<file path="config.mk">
export PLATFORM = sky130hd
export DESIGN_NAME = cic_interp
export DESIGN_NICKNAME = d
export VERILOG_FILES = /design/src/rtl/cic_pkg.sv /design/src/rtl/cic_phase_ctr.sv /design/src/rtl/cic_comb_stage.sv /design/src/rtl/cic_integ_stage.sv /design/src/rtl/cic_interp.sv
export SDC_FILE = /design/constraint.sdc
export NUM_CORES = 1
export LEC_CHECK = 0
export ABC_AREA = 1
export ABC_CLOCK_PERIOD_IN_PS = 13350
export BUFFER_PORTS_ARGS = -buffer_cell sky130_fd_sc_hd__buf_2
export CAP_MARGIN = 20
export CORE_AREA = 2 2 174 176
export CTS_CLUSTER_SIZE = 16
export DETAILED_ROUTE_END_ITERATION = 12
export DIE_AREA = 0 0 176 178
export GPL_TIMING_DRIVEN = 0
export HOLD_SLACK_MARGIN = 0.15
export PLACE_DENSITY = 0.53
export SLEW_MARGIN = 40
export SYNTH_ARGS = -nofsm -noshare
export SYNTH_HDL_FRONTEND = slang
export SYNTH_SLANG_ARGS = --single-unit
</file>
<file path="constraint.sdc">
create_clock -name clk -period 13.35 [get_ports clk]
set_input_delay 2.67 -clock clk [delete_from_list [all_inputs] [get_ports clk]]
set_output_delay 2.67 -clock clk [all_outputs]
set_load 0.01 [all_outputs]
</file>
<file path="src/rtl/cic_pkg.sv">
package cic_pkg;
  // Bits of growth needed to hold the full (R*M)^N gain
  function automatic int cic_growth(input int n, input int r, input int m);
    longint prod;
    prod = 1;
    for (int i = 0; i < n; i++) prod = prod * longint'(r * m);
    return $clog2(prod);
  endfunction
endpackage

</file>
<file path="src/rtl/cic_phase_ctr.sv">
module cic_phase_ctr #(
  parameter int R = 8,
  localparam int PW = (R > 1) ? $clog2(R) : 1
) (
  input  logic clk,
  input  logic rst_n,
  output logic tick
);
  logic [PW-1:0] ph_q, ph_d;

  always_comb begin
    if (ph_q == PW'(R - 1)) ph_d = '0;
    else                    ph_d = ph_q + PW'(1);
  end

  always_ff @(posedge clk or negedge rst_n) begin
    if (!rst_n) ph_q <= '0;
    else        ph_q <= ph_d;
  end

  assign tick = (ph_q == '0);
endmodule

</file>
<file path="src/rtl/cic_comb_stage.sv">
module cic_comb_stage #(
  parameter int W = 21,
  parameter int M = 1
) (
  input  logic         clk,
  input  logic         rst_n,
  input  logic         en,
  input  logic [W-1:0] din,
  output logic [W-1:0] dout
);
  logic [W-1:0] hist_q [M];
  logic [W-1:0] hist_d [M];

  always_comb begin
    hist_d = hist_q;
    if (en) begin
      hist_d[0] = din;
      for (int i = 1; i < M; i++) hist_d[i] = hist_q[i-1];
    end
  end

  always_ff @(posedge clk or negedge rst_n) begin
    if (!rst_n) begin
      for (int i = 0; i < M; i++) hist_q[i] <= '0;
    end else begin
      hist_q <= hist_d;
    end
  end

  // difference against the sample M low-rate periods back
  assign dout = din - hist_q[M-1];
endmodule

</file>
<file path="src/rtl/cic_integ_stage.sv">
module cic_integ_stage #(
  parameter int W = 21
) (
  input  logic         clk,
  input  logic         rst_n,
  input  logic         en,
  input  logic [W-1:0] din,
  output logic [W-1:0] dout
);
  logic [W-1:0] acc_q, acc_d;

  always_comb begin
    acc_d = acc_q;
    if (en) acc_d = acc_q + din;
  end

  always_ff @(posedge clk or negedge rst_n) begin
    if (!rst_n) acc_q <= '0;
    else        acc_q <= acc_d;
  end

  assign dout = acc_q;
endmodule

</file>
<file path="src/rtl/cic_interp.sv">
module cic_interp #(
  parameter int IN_W = 12,
  parameter int N    = 3,
  parameter int R    = 8,
  parameter int M    = 1,
  localparam int W   = IN_W + cic_pkg::cic_growth(N, R, M)
) (
  input  logic            clk,
  input  logic            rst_n,
  input  logic            in_valid,
  input  logic [IN_W-1:0] in_data,
  output logic            in_ready,
  output logic            out_valid,
  output logic [W-1:0]    out_data
);
  logic         tick;
  logic [W-1:0] comb_w  [N+1];
  logic [W-1:0] integ_w [N+1];
  logic [W-1:0] up_q, up_d;
  logic         ov_q, ov_d;

  cic_phase_ctr #(.R(R)) u_phase (
    .clk  (clk),
    .rst_n(rst_n),
    .tick (tick)
  );

  // sign-extended sample, zero when nothing is offered
  always_comb begin
    if (in_valid) comb_w[0] = {{(W-IN_W){in_data[IN_W-1]}}, in_data};
    else          comb_w[0] = '0;
  end

  for (genvar k = 0; k < N; k++) begin : g_comb
    cic_comb_stage #(.W(W), .M(M)) u_comb (
      .clk  (clk),
      .rst_n(rst_n),
      .en   (tick),
      .din  (comb_w[k]),
      .dout (comb_w[k+1])
    );
  end

  // zero-stuffing register
  always_comb begin
    if (tick) up_d = comb_w[N];
    else      up_d = '0;
  end

  always_ff @(posedge clk or negedge rst_n) begin
    if (!rst_n) up_q <= '0;
    else        up_q <= up_d;
  end

  assign integ_w[0] = up_q;

  for (genvar k = 0; k < N; k++) begin : g_integ
    cic_integ_stage #(.W(W)) u_integ (
      .clk  (clk),
      .rst_n(rst_n),
      .en   (1'b1),
      .din  (integ_w[k]),
      .dout (integ_w[k+1])
    );
  end

  assign ov_d = 1'b1;

  always_ff @(posedge clk or negedge rst_n) begin
    if (!rst_n) ov_q <= 1'b0;
    else        ov_q <= ov_d;
  end

  assign in_ready  = tick;
  assign out_valid = ov_q;
  assign out_data  = integ_w[N];
endmodule

</file>
Yosys cells after proc, flatten, opt, wreduce, memory -nomap -nowiden
Cells that the tools add are included.
{"block": "classes", "n_addsub": 7, "n_eq_ne": 1, "mux": 3, "n_reduce_logical": 1}
{"op": "adder 21 bit", "count": 3}
{"op": "subtractor 21 bit", "count": 3}
{"op": "2-to-1 mux 21 bit", "count": 2}
{"op": "adder 3 x 1 -> 3 bit, second input constant", "count": 1}
{"op": "== test 3 bit, second input constant", "count": 1}
{"op": "logical NOT 3 bit", "count": 1}
{"op": "2-to-1 mux 3 bit", "count": 1}
{"block": "totals", "elab_cells": 21, "ff_bits": 151, "output_inout_bits": 23, "input_bits": 15}

Longest topological paths before layout
{"block": "logic_depth", "depth_word": 5, "depth_mapped": 35, "ltp_nobuf": 34}

Modules after synthesis
From an unflattened synthesis, not the netlist that was laid out.
{"block": "hier_totals", "hier_cells": 2155, "area_unflattened_um2": 13993.4}
{"module": "cic_integ_stage", "area_each_um2": 2123.3, "instances": 3, "cells_each": 332, "seq_area_each_um2": 525.5}
{"module": "cic_comb_stage at g_comb[1].u_comb ...", "area_each_um2": 2218.4, "instances": 2, "cells_each": 352, "seq_area_each_um2": 525.5}
{"module": "cic_comb_stage at g_comb[0].u_comb", "area_each_um2": 2220.9, "instances": 1, "cells_each": 352, "seq_area_each_um2": 525.5}
{"module": "cic_interp", "area_each_um2": 832.0, "instances": 1, "cells_each": 92, "seq_area_each_um2": 550.5}
{"module": "cic_phase_ctr", "area_each_um2": 133.9, "instances": 1, "cells_each": 11, "seq_area_each_um2": 75.1}

Worst setup path after synthesis
Ideal clock, no wire load.
{"block": "synth_path", "path_kind": "input port to flip-flop", "from": "input port in_valid", "to": "register up_q[20]", "stages": 25, "slack_ps": 6449, "path_buffers": 1, "setup_ps": 119, "arrival_ps": 6781, "required_time_ps": 13231, "cell_sequence": "clkbuf_1 nand2_1 ha_1 fa_1 nand3b_1 nand2_1 nand2_1 nand3_1 nand2_1 o2111ai_1 xor2_1 ha_1 a21oi_1 o21ai_0 a211oi_1 nand3_1 xor2_1 ha_1 nand2_1 nor3_1 nand2_1 o311ai_0 nand3_1 nand2_1 nor2_1"}
{"element": "start, declared", "line": "cic_interp.sv:10", "source": "input logic in_valid,"}
{"element": "end signal, assigned", "line": "cic_interp.sv:52", "source": "else up_q <= up_d;"}
{"element": "end, declared", "line": "cic_interp.sv:19", "source": "logic [W-1:0] up_q, up_d;"}

==> metrics <==
outcome finished clean; wirelength, routed 24000 µm; Setup Crit Path Kind primary input to flip-flop; hpwl dp 19400 µm; Post-CTS Setup Repair Bufs 0; Fin Clk Skew 0.0136 ns; Die X 176 µm; Slowest Stage Delay on Critical Path 0.54 ns; unrepaired setup endpoints after global routing no; top-count cell post-synth nand2_1; DRT iter0 DRCs 238; global-route wire length before repair 40300 µm; vias in the first global route 8676; Initial Utilization 34.5%; Avg Cell Area, Syn 8.02 µm²; Port Buf Inserts 37; worst path buffer plus inverter count 2; hold-fix buffer count after cts 0; GRT Util Overall 16.2%; Area growth, synth to finish 12.8%; crit path max fanout 10; final-report max-slew violation count 0; final setup vio count 0; sequential area share after synthesis 35.0%; layout cells sized above 1 8.24%; pre-CTS WS 5.11 ns; most used cell, CP nand2_1; Synth area leaders dfrtp_1, ha_1, nand2_1; Slowest-stage cell, CP nor4_1; Synth warnings 0; ys flop type dfrtp_1; Site Rows 63; Crit path max-delay family simple AND/OR/NAND/NOR gates; GR peak layer met2; post-synthesis cell area 10100 µm²; # DRC 0; CTS Sinks 142; Final min period 7.76 ns; final hold vios 0; Clock Pin Slew Worst Setup and Hold Paths 0.06 ns; TritonRoute pass-1 iters 4; Util after Layout 39.0%; vias per std cell 4.86; post-synth top area share 35.0%; CTS tree built; Die Y 178 µm; grt total ovfl 0; root buf cell clkbuf_16; Synth area leader dfrtp_1; ANT cells 0; post-synthesis instance total 1266; Post-synth top cells nand2_1, inv_1, dfrtp_1, a21oi_1, ha_1; HP Class flip-flop to flip-flop; ys async rst share 100%; PnR worst setup slack 5.59 ns; post-cts repair resize count 0; flops & latches, synth 142; TNS Setup 0 ns; clock latency at the later pin of the worst-skew pair 0.43 ns; post-route ant nets 0; Req. time, crit path 13.70 ns; Ports 38; die area 31300 µm²; syn_nets 1403; Max Fclk 0.129 GHz; Slew HR 52.3%; DR vias 8387; GP Congestion 0.871; H-tree levels 4; total CTS buffers 17; antenna violations before repair 0; pin count of the biggest net entering global routing 57; GRT met1 Usage 17.7%; Cell variety after synth 50; WP data arrival 8.11 ns; fin crit share 58.1%; maxcap violations 0; M3 GR Usage 2.30%; Critical Path End Type flip-flop; number of flops mapped to enable cells by yosys 0; crit start category primary input; Avg WL per Cell 13.9 µm; Nets 1461; met2 Usage GRT 30.9%; CTS Buffer Depth 2; Core Area 29400 µm²; worst-margin pin slew 0.709 ns; filler cell count 3030
logic make-up after synthesis:
group                    share of synthesized area (%)
buffers and inverters                             6.27
AND/OR/NAND/NOR                                   18.8
XOR/XNOR                                          7.84
flip-flops                                        35.0
other                                           0.0369
AO/OA/AOI/OAI                                     16.6
adder cells (fa/ha/maj)                           15.5
placed cells by master, fill, tap and decap left out, types with 4 or more instances in the layout:
cell,n
ha_1,116
a21o_1,8
xnor2_1,37
a31oi_1,7
a21oi_1,127
o21ai_0,107
fa_1,6
o21bai_1,9
nor4_1,5
nand4_1,10
buf_2,38
dfrtp_1,142
nor2_1,72
nand2_2,6
clkbuf_16,17
o21ai_2,10
xor2_1,52
nand2_1,264
o21ai_1,5
clkbuf_1,11
nor3_1,10
nand3_1,55
nor2_2,5
inv_1,155
clkinvlp_4,4
flip-flops by register name, indices dropped and copies added, names as in the netlist:
| signal | count |
|---|---|
| g_integ.u_integ.dout | 63 |
| g_comb.u_comb.hist_q | 54 |
| up_q | 21 |
| u_phase.ph_q | 3 |
| out_valid | 1 |
metal layers:
layer | share of wire, % | vias up | wire [µm]
li1 | - | 4372 | -
met1 | 43 | 3852 | 10200
met3 | 2.2 | 47 | 531
met2 | 52 | 116 | 12400
met5 | 0 | - | 0
met4 | 3.5 | 0 | 836
per-stage QoR:
stage	cells	area (µm²)	hold slack [ns]
after floorplan	1266	10100	0.428
after global placement	1693	10800	0.449
after detailed placement	1695	10900	0.449
after CTS	1725	11500	0.463
after global routing	1725	11500	0.476
final	1725	11500	0.461
worst paths after layout:
check	from	slack, ns	cells past startpoint	to
min in group asynchronous	rst_n	2.11	1	g_integ[2].u_integ.dout[1]$_DFF_PN0_
max in group asynchronous	rst_n	10.36	3	g_comb[0].u_comb.hist_q[7]$_DFFE_PN0P_
worst max-delay path	in_valid	5.59	25	up_q[18]$_DFF_PN0_
worst min-delay path	u_phase.ph_q[0]$_DFF_PN0_	0.46	1	u_phase.ph_q[0]$_DFF_PN0_
worst min register to register	u_phase.ph_q[0]$_DFF_PN0_	0.46	1	u_phase.ph_q[0]$_DFF_PN0_
worst max register to register	g_comb[0].u_comb.hist_q[0]$_DFFE_PN0P_	8.12	22	up_q[18]$_DFF_PN0_
layout make-up:
cell class	count	area, µm²	area share (%)
buffer	13	51.3	0.448
clock buffer	17	425	3.71
clock inverter	13	140	1.22
inverter	156	586	5.11
multi-input combinational	955	5960	52.0
sequential	142	3550	31.0
tap	390	488	4.26
timing repair buffer	39	250	2.18
worst reg2reg max path: stages, from the launching register on:
cell	delay [ns]
dfrtp_1	0.38
ha_1	0.22
fa_1	0.40
nand3b_1	0.18
nand2_1	0.16
nand2_1	0.07
nand3_1	0.10
nand2_1	0.08
o2111ai_1	0.10
xor2_1	0.22
ha_1	0.31
a21oi_1	0.35
o21ai_0	0.17
a211oi_1	0.27
nand3_1	0.18
xor2_1	0.20
ha_1	0.40
nand2_1	0.14
nor4_1	0.54
nand4_1	0.21
nand3_1	0.21
o21ai_0	0.10
a21oi_1	0.15
Power is left out: the tool's default activity adds up to more than one toggle a clock period on the data nets, which glitch-free logic cannot reach.
